[src/rtl/hsneg_pkg.sv]
package hsneg_pkg;

    // Decoded bus condition presented by the line receiver
    typedef enum logic [1:0] {
        LS_SE0 = 2'b00,
        LS_J   = 2'b01,
        LS_K   = 2'b10,
        LS_SE1 = 2'b11
    } line_t;

    // Negotiation controller states
    typedef enum logic [2:0] {
        ST_FS_RUN,
        ST_CHIRP,
        ST_HUB_WAIT,
        ST_HS_RUN,
        ST_REVERT,
        ST_SUSPEND,
        ST_RESUME
    } neg_state_t;

    function automatic int max3(input int a, input int b, input int c);
        int m;
        m = (a > b) ? a : b;
        return (m > c) ? m : c;
    endfunction

endpackage

[src/rtl/hsneg_line_tracker.sv]
module hsneg_line_tracker
    import hsneg_pkg::*;
#(
    parameter int RUN_W   = 8,
    parameter int RUN_MAX = 255
) (
    input  logic             clk,
    input  logic             rst_n,
    input  line_t            line_in,
    output line_t            ls_q,
    output logic [RUN_W-1:0] run_len
);

    localparam logic [RUN_W-1:0] RUN_SAT = RUN_W'(RUN_MAX);

    // run_len = cycles the registered state has been held, minus one
    always_ff @(posedge clk) begin
        if (!rst_n) begin
            ls_q    <= LS_SE1;
            run_len <= '0;
        end else begin
            ls_q <= line_in;
            if (line_in != ls_q) begin
                run_len <= '0;
            end else if (run_len != RUN_SAT) begin
                run_len <= run_len + 1'b1;
            end
        end
    end

endmodule

[src/rtl/hsneg_timer.sv]
module hsneg_timer #(
    parameter int TMR_W = 8
) (
    input  logic             clk,
    input  logic             rst_n,
    input  logic             load,
    input  logic [TMR_W-1:0] load_val,
    output logic             expired
);

    logic [TMR_W-1:0] cnt_q;

    always_ff @(posedge clk) begin
        if (!rst_n) begin
            cnt_q <= '0;
        end else if (load) begin
            cnt_q <= load_val;
        end else if (cnt_q != '0) begin
            cnt_q <= cnt_q - 1'b1;
        end
    end

    assign expired = (cnt_q == '0);

endmodule

[src/rtl/hsneg_chirp_qual.sv]
module hsneg_chirp_qual
    import hsneg_pkg::*;
#(
    parameter int CHIRP_MIN = 8,
    parameter int NEED      = 6,
    parameter int RUN_W     = 8
) (
    input  logic             clk,
    input  logic             rst_n,
    input  logic             clear,
    input  line_t            ls,
    input  logic [RUN_W-1:0] run_len,
    output logic             done
);

    localparam int               CNT_W  = $clog2(NEED + 1);
    localparam logic [RUN_W-1:0] QUAL_AT = RUN_W'(CHIRP_MIN - 1);
    localparam logic [CNT_W-1:0] CNT_TOP = CNT_W'(NEED);

    logic [CNT_W-1:0] cnt_q;
    line_t            last_q;
    logic             qual;
    logic             is_chirp;

    assign is_chirp = (ls == LS_J) || (ls == LS_K);
    // a chirp qualifies exactly once, on the cycle its run reaches the minimum
    assign qual     = is_chirp && (run_len == QUAL_AT);

    always_ff @(posedge clk) begin
        if (!rst_n || clear) begin
            cnt_q  <= '0;
            last_q <= LS_SE0;
        end else if (qual) begin
            if ((last_q != LS_SE0) && (ls != last_q)) begin
                if (cnt_q != CNT_TOP) begin
                    cnt_q <= cnt_q + 1'b1;
                end
                last_q <= ls;
            end else if (ls == LS_K) begin
                cnt_q  <= CNT_W'(1);
                last_q <= LS_K;
            end else begin
                cnt_q  <= '0;
                last_q <= LS_SE0;
            end
        end
    end

    assign done = (cnt_q == CNT_TOP);

endmodule

[src/rtl/hs_negotiator.sv]
module hs_negotiator
    import hsneg_pkg::*;
#(
    parameter int RESET_CYC    = 64,
    parameter int CHIRP_CYC    = 48,
    parameter int HUB_WAIT_CYC = 200,
    parameter int CHIRP_MIN    = 8,
    parameter int CHIRP_PAIRS  = 3,
    parameter int IDLE_CYC     = 100,
    parameter int SETTLE_CYC   = 16
) (
    input  logic       clk,
    input  logic       rst_n,
    input  logic [1:0] line_state,
    output logic       chirp_k_drive,
    output logic       pullup_en,
    output logic       hs_term_en,
    output logic       speed_hs,
    output logic       suspended,
    output logic       reset_evt,
    output logic       suspend_evt
);

    localparam int RUN_MAX = max3(RESET_CYC, IDLE_CYC, CHIRP_MIN) - 1;
    localparam int RUN_W   = $clog2(RUN_MAX + 2);
    localparam int TMR_MAX = max3(CHIRP_CYC, HUB_WAIT_CYC, SETTLE_CYC);
    localparam int TMR_W   = $clog2(TMR_MAX + 1);
    localparam int NEED    = 2 * CHIRP_PAIRS;

    localparam logic [RUN_W-1:0] RESET_TH = RUN_W'(RESET_CYC - 1);
    localparam logic [RUN_W-1:0] IDLE_TH  = RUN_W'(IDLE_CYC - 1);
    localparam logic [RUN_W-1:0] CHIRP_TH = RUN_W'(CHIRP_MIN - 1);
    localparam logic [TMR_W-1:0] T_CHIRP  = TMR_W'(CHIRP_CYC - 1);
    localparam logic [TMR_W-1:0] T_WAIT   = TMR_W'(HUB_WAIT_CYC - 1);
    localparam logic [TMR_W-1:0] T_SETTLE = TMR_W'(SETTLE_CYC - 1);

    neg_state_t       state_q, state_d;
    line_t            ls_q;
    logic [RUN_W-1:0] run_len;
    logic             tmr_load, tmr_exp;
    logic [TMR_W-1:0] tmr_val;
    logic             chirps_done;
    logic             need_change_q;
    logic             hit_reset, hit_susp;
    logic             se0_long, j_idle, se0_idle, k_held;

    hsneg_line_tracker #(
        .RUN_W   (RUN_W),
        .RUN_MAX (RUN_MAX)
    ) u_track (
        .clk     (clk),
        .rst_n   (rst_n),
        .line_in (line_t'(line_state)),
        .ls_q    (ls_q),
        .run_len (run_len)
    );

    hsneg_timer #(
        .TMR_W (TMR_W)
    ) u_tmr (
        .clk      (clk),
        .rst_n    (rst_n),
        .load     (tmr_load),
        .load_val (tmr_val),
        .expired  (tmr_exp)
    );

    hsneg_chirp_qual #(
        .CHIRP_MIN (CHIRP_MIN),
        .NEED      (NEED),
        .RUN_W     (RUN_W)
    ) u_qual (
        .clk     (clk),
        .rst_n   (rst_n),
        .clear   (state_q != ST_HUB_WAIT),
        .ls      (ls_q),
        .run_len (run_len),
        .done    (chirps_done)
    );

    // Held-condition decodes on the registered line
    assign se0_long = (ls_q == LS_SE0) && (run_len >= RESET_TH);
    assign se0_idle = (ls_q == LS_SE0) && (run_len >= IDLE_TH);
    assign j_idle   = (ls_q == LS_J)   && (run_len >= IDLE_TH);
    assign k_held   = (ls_q == LS_K)   && (run_len >= CHIRP_TH);

    // Next-state logic
    always_comb begin
        state_d   = state_q;
        hit_reset = 1'b0;
        hit_susp  = 1'b0;
        unique case (state_q)
            ST_FS_RUN: begin
                if (se0_long && !need_change_q) begin
                    state_d   = ST_CHIRP;
                    hit_reset = 1'b1;
                end else if (j_idle) begin
                    state_d  = ST_SUSPEND;
                    hit_susp = 1'b1;
                end
            end
            ST_CHIRP: begin
                if (tmr_exp) state_d = ST_HUB_WAIT;
            end
            ST_HUB_WAIT: begin
                if (chirps_done)  state_d = ST_HS_RUN;
                else if (tmr_exp) state_d = ST_FS_RUN;
            end
            ST_HS_RUN: begin
                if (se0_idle) state_d = ST_REVERT;
            end
            ST_REVERT: begin
                if (tmr_exp) begin
                    if (ls_q == LS_SE0) begin
                        state_d   = ST_CHIRP;
                        hit_reset = 1'b1;
                    end else if (ls_q == LS_J) begin
                        state_d  = ST_SUSPEND;
                        hit_susp = 1'b1;
                    end else begin
                        state_d = ST_FS_RUN;
                    end
                end
            end
            ST_SUSPEND: begin
                if (se0_long) begin
                    state_d   = ST_CHIRP;
                    hit_reset = 1'b1;
                end else if (k_held) begin
                    state_d = ST_RESUME;
                end
            end
            ST_RESUME: begin
                if (ls_q != LS_K) state_d = ST_CHIRP;
            end
            default: state_d = ST_FS_RUN;
        endcase
    end

    // Timer is reloaded on every state change with the entered state's window
    assign tmr_load = (state_d != state_q);
    always_comb begin
        unique case (state_d)
            ST_CHIRP:    tmr_val = T_CHIRP;
            ST_HUB_WAIT: tmr_val = T_WAIT;
            ST_REVERT:   tmr_val = T_SETTLE;
            default:     tmr_val = '0;
        endcase
    end

    // State register, event pulses and re-arm latch
    always_ff @(posedge clk) begin
        if (!rst_n) begin
            state_q       <= ST_FS_RUN;
            reset_evt     <= 1'b0;
            suspend_evt   <= 1'b0;
            need_change_q <= 1'b0;
        end else begin
            state_q     <= state_d;
            reset_evt   <= hit_reset;
            suspend_evt <= hit_susp;
            if ((state_q == ST_HUB_WAIT) && (state_d == ST_FS_RUN)) begin
                need_change_q <= 1'b1;
            end else if (ls_q != LS_SE0) begin
                need_change_q <= 1'b0;
            end
        end
    end

    // Outputs decoded from the state
    always_comb begin
        chirp_k_drive = (state_q == ST_CHIRP);
        speed_hs      = (state_q == ST_HS_RUN);
        hs_term_en    = (state_q == ST_HS_RUN);
        pullup_en     = (state_q != ST_HS_RUN);
        suspended     = (state_q == ST_SUSPEND);
    end

endmodule

[config.mk]
export PLATFORM = sky130hd
export DESIGN_NAME = hs_negotiator
export DESIGN_NICKNAME = d
export VERILOG_FILES = /design/src/rtl/hsneg_pkg.sv /design/src/rtl/hsneg_line_tracker.sv /design/src/rtl/hsneg_timer.sv /design/src/rtl/hsneg_chirp_qual.sv /design/src/rtl/hs_negotiator.sv
export SDC_FILE = /design/constraint.sdc
export NUM_CORES = 1
export LEC_CHECK = 0
export BUFFER_PORTS_ARGS = -buffer_cell sky130_fd_sc_hd__buf_2
export CAP_MARGIN = 20
export CORE_MARGIN = 10
export CORE_UTILIZATION = 60
export CTS_CLUSTER_DIAMETER = 40
export CTS_CLUSTER_SIZE = 30
export DETAILED_ROUTE_END_ITERATION = 10
export GPL_TIMING_DRIVEN = 0
export HOLD_SLACK_MARGIN = 0.08
export PLACE_DENSITY_LB_ADDON = 0.2
export SLEW_MARGIN = 15
export SYNTH_ARGS = -nofsm -noshare
export SYNTH_HDL_FRONTEND = slang
export SYNTH_SLANG_ARGS = --single-unit
[constraint.sdc]
create_clock -name clk -period 2.75 [get_ports clk]
set_input_delay 0.1375 -clock clk [delete_from_list [all_inputs] [get_ports clk]]
set_output_delay 0.1375 -clock clk [all_outputs]
set_load 0.1 [all_outputs]
==> results of run 1 <==
==> layer usage <==
metal,GRT usage (%),vias up,wire (um)
met5,0,-,0
met4,3.571,0,35
met3,4.074,8,402
met2,28.00,86,2302
met1,22.94,826,2041
li1,-,821,-
==> through the flow <==
stage                     instance area, um2  std cells
after floorplan                         1847        214
after global routing                    2088        263
final                                   2088        263
after global placement                  1931        254
after detailed placement                1931        254
after CTS                               2023        262
==> final timing paths <==
kind	slack, ns	depth (start not counted)	from	endpoint
max	0.07	11	u_track.ls_q[1]$_SDFF_PN1_	u_tmr.cnt_q[3]$_SDFFE_PN0P_
min	0.19	2	rst_n	u_track.ls_q[0]$_SDFF_PN1_
max reg2reg	0.07	11	u_track.ls_q[1]$_SDFF_PN1_	u_tmr.cnt_q[3]$_SDFFE_PN0P_
min reg2reg	0.54	2	u_qual.last_q[1]$_SDFFE_PP0P_	u_qual.last_q[1]$_SDFFE_PP0P_
==> final cells by class <==
cell class / count / area (um2) / share of cell area, %
Clock buffer: 3 / 22.52 / 1.078
Inverter: 10 / 41.29 / 1.977
Clock inverter: 1 / 30.03 / 1.438
Tap cell: 31 / 38.79 / 1.857
Sequential cell: 28 / 561.8 / 26.90
Buffer: 8 / 37.54 / 1.797
Multi-Input combinational cell: 168 / 1269 / 60.76
Timing Repair Buffer: 14 / 87.58 / 4.194
==> what timing repair did <==
| action | in CTS | in global routing |
|---|---|---|
| setup endpoints to repair | 5 | 8 |
| buffers inserted | 2 | 1 |
| hold buffers | 2 | 0 |
| pin swaps | 1 | 4 |
| gates resized for setup | 1 | 15 |
| endpoints found under the hold margin | 2 | 0 |
==> power breakdown <==
group	switching (uW)	internal, uW
clock network	137	148
registers	73.7	462
logic	286	235
==> sequential cells by signal (all words and copies together) (netlist names) <==
name             cells
u_track.ls_q         2
need_change_q        1
u_qual.cnt_q         3
state_q              3
u_tmr.cnt_q          8
suspend_evt          1
u_qual.last_q        2
u_track.run_len      7
reset_evt            1
==> cells in the final DEF (no fill, tap or decap), types with 3 or more instances in the layout <==
master,n
a211o_1,3
a21oi_1,11
a21oi_2,3
and2_1,3
buf_2,12
buf_4,4
clkbuf_1,4
clkbuf_4,3
dfxtp_1,27
ha_1,9
inv_1,7
mux2i_1,5
nand2_1,9
nand2b_1,5
nand3_1,8
nand4_1,6
nor2_1,17
nor3_1,8
nor3b_1,4
nor4_1,4
o21ai_0,4
xnor2_1,5
xor2_1,8
==> logic make-up after synthesis <==
group           Yosys count  synth area share (%)
compound gates           46                 17.47
xor+xnor                 15                 7.634
fa+ha+maj                 9                 6.190
buf+inv                  18                 4.126
flops                    28                 30.81
mux                       6                 3.370
simple gates             92                 30.40
==> metrics.md, run 1 <==
| Metric | Value |
|---|---|
| Max Fanout on Critical Path | 6 |
| Initial cell density of the core | between 60% and 70% |
| Syn Inst Count | roughly 210 |
| Clock Latency Late Sink | between 0.3 and 0.4 ns |
| Top cells by area, synth | dfxtp_1 31%, ha_1 6.2%, nor2_1 3.9% |
| Synth async-reset ratio | 0% |
| CP top delay family | compound AO/OA/AOI/OAI gates |
| Chip Width | approximately 75 um |
| Share of cells above drive strength 1 | a little over a fifth |
| CTS max path bufs | 2 |
| Total nets after synthesis | 227 |
| Min-Delay Path Class | input pin to flop |
| Final hold slack | between 0.15 and 0.2 ns |
| Top achievable clock speed | around 370 MHz |
| Total global routing overflow | 0 |
| First-pass GRT wire length | 7831 um |
| Synth top area share | 30.81% |
| #FFs+latches synth | 28 |
| Cell Area, Synth | about 1800 um2 |
| Vias | between 1500 and 2000 |
| Synth Flop Type | dfxtp_1 |
| # clock sinks | 28 |
| Hpwl dp | 3362 um |
| CP arrival | between 2 and 3 ns |
| Netlist cell types | slightly below 60 |
| List of most frequent post-synthesis cells | 28 x dfxtp_1, 19 x nor2_1, 12 x a21oi_1 |
| Final Max Slew Viols | 0 |
| LEAKAGE | between 0.0008 and 0.0009 uW |
| Area grow syn2layout | 14.79% |
| CP startpoint kind | flop |
| Core footprint | between 2000 and 3000 um2 |
| Worst path bufs/invs | 3 |
| Initial antenna violation count | 0 |
| Vias in the first global route | around 1700 |
| Sequential area share after synthesis | 30.81% |
| IO Pins | 11 |
| CTS buffer count | 3 |
| Clock root cell | clkbuf_4 |
| CP max stage delay | 0.47 ns |
| Pre-CTS setup slack | -0.06424 ns |
| Outcome | completed |
| Standard-cell rows | 19 |
| Final Power | about 1300 uW |
| Clock period minus worst slack | 2.675 ns |
| GRT Total Usage | between 10% and 20% |
| DRC violations left | 0 |
| DRT Pass-1 Iters | 4 |
| IO buf count | 9 |
| Worst path slowest cell | or4b_1 |
| Nets | between 200 and 250 |
| Max-slew headroom | between 50% and 60% |
| Synth warnings | 0 |
| DRT Wirelength | 4782 um |
| Reg clk slew, reported paths | about 0.16 ns |
| Die Ht | around 75 um |
| Clock skew | roughly 0.014 ns |
| Syn_area_per_cell | about 8.5 um2 |
| Total die area | 5635 um2 |
| Fin util | approximately 74% |
| FILL cells | roughly 210 |
| Largest net degree at the start of global routing | 17 |
| Cell taking the most area after synthesis | dfxtp_1 |
| Diodes inserted | 0 |
| CP required | ~3 ns |
| Maxcap violations | 0 |
| Power Dens Cells | 642.0 nW/um2 |
| TritonCTS clock tree | yes |
| Final hold vios | 0 |
| Via-to-Cell Ratio | roughly 6.6 |
| VDD IR max | around 530 uV |
| Post-route ant nets | 0 |
| Kind of critical path | flop to flop |
| Setup TNS | 0 ns |
| Worst path cell trace | inv_1 -> ha_1 -> or4b_1 -> a211o_1 -> o211ai_1 -> nor4_4 -> buf_4 -> buf_4 -> xnor2_1 -> a211o_1 -> a21oi_2 |
| Routability cong. | 0.8899 |
| Htree depth | 1 |
| Most common cell in the netlist | dfxtp_1 |
| DRT iter0 DRCs | approximately 280 |
| WL per Instance | 18.18 um |
| Fin crit share | between 90% and 100% |
| CP endpoint kind | flop |
| Worst-margin pin slew | slightly above 0.6 ns |
| Final setup violation count | 0 |
| Post-synth EDFFs | 0 |
| Final worst slack | between 0.07 and 0.08 ns |
Note: power is estimated with default switching activity, not from simulation.
==> run 2, diff against run 1 <==
--- a/config.mk
+++ b/config.mk
@@ -7,7 +7,7 @@
 export LEC_CHECK = 0
 export BUFFER_PORTS_ARGS = -buffer_cell sky130_fd_sc_hd__buf_2
 export CAP_MARGIN = 20
-export CORE_MARGIN = 10
+export CORE_MARGIN = 3
 export CORE_UTILIZATION = 60
 export CTS_CLUSTER_DIAMETER = 40
 export CTS_CLUSTER_SIZE = 30
@@ -15,6 +15,7 @@
 export GPL_TIMING_DRIVEN = 0
 export HOLD_SLACK_MARGIN = 0.08
 export PLACE_DENSITY_LB_ADDON = 0.2
+export REMOVE_ABC_BUFFERS = 1
 export SLEW_MARGIN = 15
 export SYNTH_ARGS = -nofsm -noshare
 export SYNTH_HDL_FRONTEND = slang
==> metrics.md, run 2 (synthesis results as in run 1) <==
| Metric | Value |
|---|---|
| Outcome | completed (unchanged) |
| Final hold vios | 0 (unchanged) |
| Clock Latency Late Sink | 0.33 ns (was 0.35 ns) |
| Largest regs | u_tmr.cnt_q x8, u_track.run_len x7 (unchanged) |
| Clock root cell | clkbuf_4 (unchanged) |
| GRT Total Usage | 24.30% (was 17.35%) |
| DRT Wirelength | 4096 um (was 4782 um) |
| LEAKAGE | 0.0008361 uW (was 0.0008594 uW) |
| Max-slew headroom | 59.63% (was 58.85%) |
| Via-to-Cell Ratio | 6.492 (was 6.620) |
| Post-route ant nets | 0 (unchanged) |
| Worst-margin pin slew | 0.6005 ns (was 0.6173 ns) |
| IO buf count | 10 (was 9) |
| WL per Instance | 15.88 um (was 18.18 um) |
| IO Pins | 11 (unchanged) |
| CP required | 3.02 ns (was 3.03 ns) |
| Final hold slack | 0.1145 ns (was 0.1868 ns) |
| Die Ht | 61.07 um (was 75.07 um) |
| Most common cell after layout, fill and taps aside | dfxtp_1 (unchanged) |
| FILL cells | 208 (was 212) |
| Fin crit share | 95.60% (was 97.29%) |
| Maxcap violations | 0 (unchanged) |
| DRT Pass-1 Iters | 4 (unchanged) |
| Top achievable clock speed | 380.4 MHz (was 373.8 MHz) |
| VDD IR max | 696.1 uV (was 532.5 uV) |
| CP startpoint kind | flop (unchanged) |
| Commonest non-fill, non-tap cells in the layout | 24 x dfxtp_1, 18 x nor2_1, 12 x a21oi_1 (was 27 x dfxtp_1, 17 x nor2_1, 12 x buf_2) |
| Min-Delay Path Class | input pin to flop (unchanged) |
| Reg clk slew, reported paths | 0.14 ns (was 0.16 ns) |
| DRT iter0 DRCs | 117 (was 283) |
| First-pass GRT wire length | 6893 um (was 7831 um) |
| Htree depth | 1 (unchanged) |
| CP endpoint kind | flop (unchanged) |
| Max reg flops | 8 (unchanged) |
| Initial cell density of the core | 64.31% (unchanged) |
| Final setup violation count | 0 (unchanged) |
| Routability cong. | 0.8525 (was 0.8899) |
| Nets | 241 (was 246) |
| Core footprint | 2829 um2 (unchanged) |
| Area grow syn2layout | 11.90% (was 14.79%) |
| Vias in the first global route | 1493 (was 1654) |
| Max Fanout on Critical Path | 7 (was 6) |
| DRC violations left | 0 (unchanged) |
| Clock period minus worst slack | 2.629 ns (was 2.675 ns) |
| Setup TNS | 0 ns (unchanged) |
| Total global routing overflow | 0 (unchanged) |
| Chip Width | 61.07 um (was 75.07 um) |
| # clock sinks | 28 (unchanged) |
| Standard-cell rows | 19 (unchanged) |
| CP arrival | 2.90 ns (was 2.96 ns) |
| Clock skew | 0.003861 ns (was 0.01395 ns) |
| Flop2flop setup slack | 0.12 ns (was 0.07 ns) |
| Diodes inserted | 0 (unchanged) |
| CTS max path bufs | 2 (unchanged) |
| Initial antenna violation count | 0 (unchanged) |
| Vias | 1675 (was 1741) |
| Hpwl dp | 2942 um (was 3362 um) |
| Total die area | 3729 um2 (was 5635 um2) |
| Final Max Slew Viols | 0 (unchanged) |
| Kind of critical path | flop to flop (unchanged) |
| Final worst slack | 0.1209 ns (was 0.07456 ns) |
| Largest net degree at the start of global routing | 16 (was 17) |
| Biggest register | u_tmr.cnt_q (unchanged) |
| TritonCTS clock tree | yes (unchanged) |
| CTS buffer count | 3 (unchanged) |
| Share of cells above drive strength 1 | 20.26% (was 21.12%) |
| Pre-CTS setup slack | -0.1919 ns (was -0.06424 ns) |
| Power Dens Cells | 610.3 nW/um2 (was 642.0 nW/um2) |
## run 2: timing repair
action	4_1_cts	5_1_grt
hold buffers	4	0
setup endpoints to repair	7	8
endpoints found under the hold margin	2	0
resized for setup	4	14
pin swaps	1	3
buffers inserted	2	1
## run 2: final timing paths
kind                                    start  cells past startpoint                     endpoint
hold reg to reg    need_change_q$_SDFFE_PN0P_                      2   need_change_q$_SDFFE_PN0P_
hold / removal                          rst_n                      2  u_tmr.cnt_q[6]$_SDFFE_PN0P_
setup / recovery  u_tmr.cnt_q[1]$_SDFFE_PN0P_                      9  u_tmr.cnt_q[3]$_SDFFE_PN0P_
setup reg to reg  u_tmr.cnt_q[1]$_SDFFE_PN0P_                      9  u_tmr.cnt_q[3]$_SDFFE_PN0P_
## run 2: area by class of cell
type	instances	area [um2]	share of cell area, %
multi-input combinational	168	1245	61.16
tap	31	38.79	1.905
sequential	28	565.5	27.78
clock buffer	4	36.28	1.782
inverter	10	37.54	1.844
timing repair buffer	17	112.6	5.532
## run 2: routing by layer
| metal | GRT usage [%] | routed length [um] | vias to the layer above |
|---|---|---|---|
| li1 | - | - | 814 |
| met1 | 33.72 | 1884 | 788 |
| met2 | 39.43 | 1936 | 59 |
| met3 | 3.145 | 189 | 14 |
| met4 | 7.121 | 86 | 0 |
| met5 | 0 | 0 | - |
## run 2: worst max-delay path, stage by stage (launching register included)
cell     delay [ns]
dfxtp_2        0.36
inv_1          0.08
ha_2           0.19
or3b_2         0.49
or3_1          0.32
a221o_2        0.41
a21oi_2        0.16
nor2_2         0.10
a211o_1        0.33
a21oi_2        0.13
## run 2: per-stage QoR
step	cells	area [um2]	total power (uW)	utilization, %
2_1_floorplan	206	1782	908.5	-
5_1_grt	258	2036	1332	71.96
3_3_place_gp	247	1871	971.0	66.12
6_report	258	2036	1242	71.96
4_1_cts	257	1982	1214	70.06
3_5_place_dp	247	1871	998.7	66.12
## run 2: power by group
part           internal (uW)  switching [uW]  total, uW  leakage [uW]
Combinational            239             271        509      0.000586
Sequential               463            68.4        532      0.000229
Clock                   81.2             120        201     0.0000210
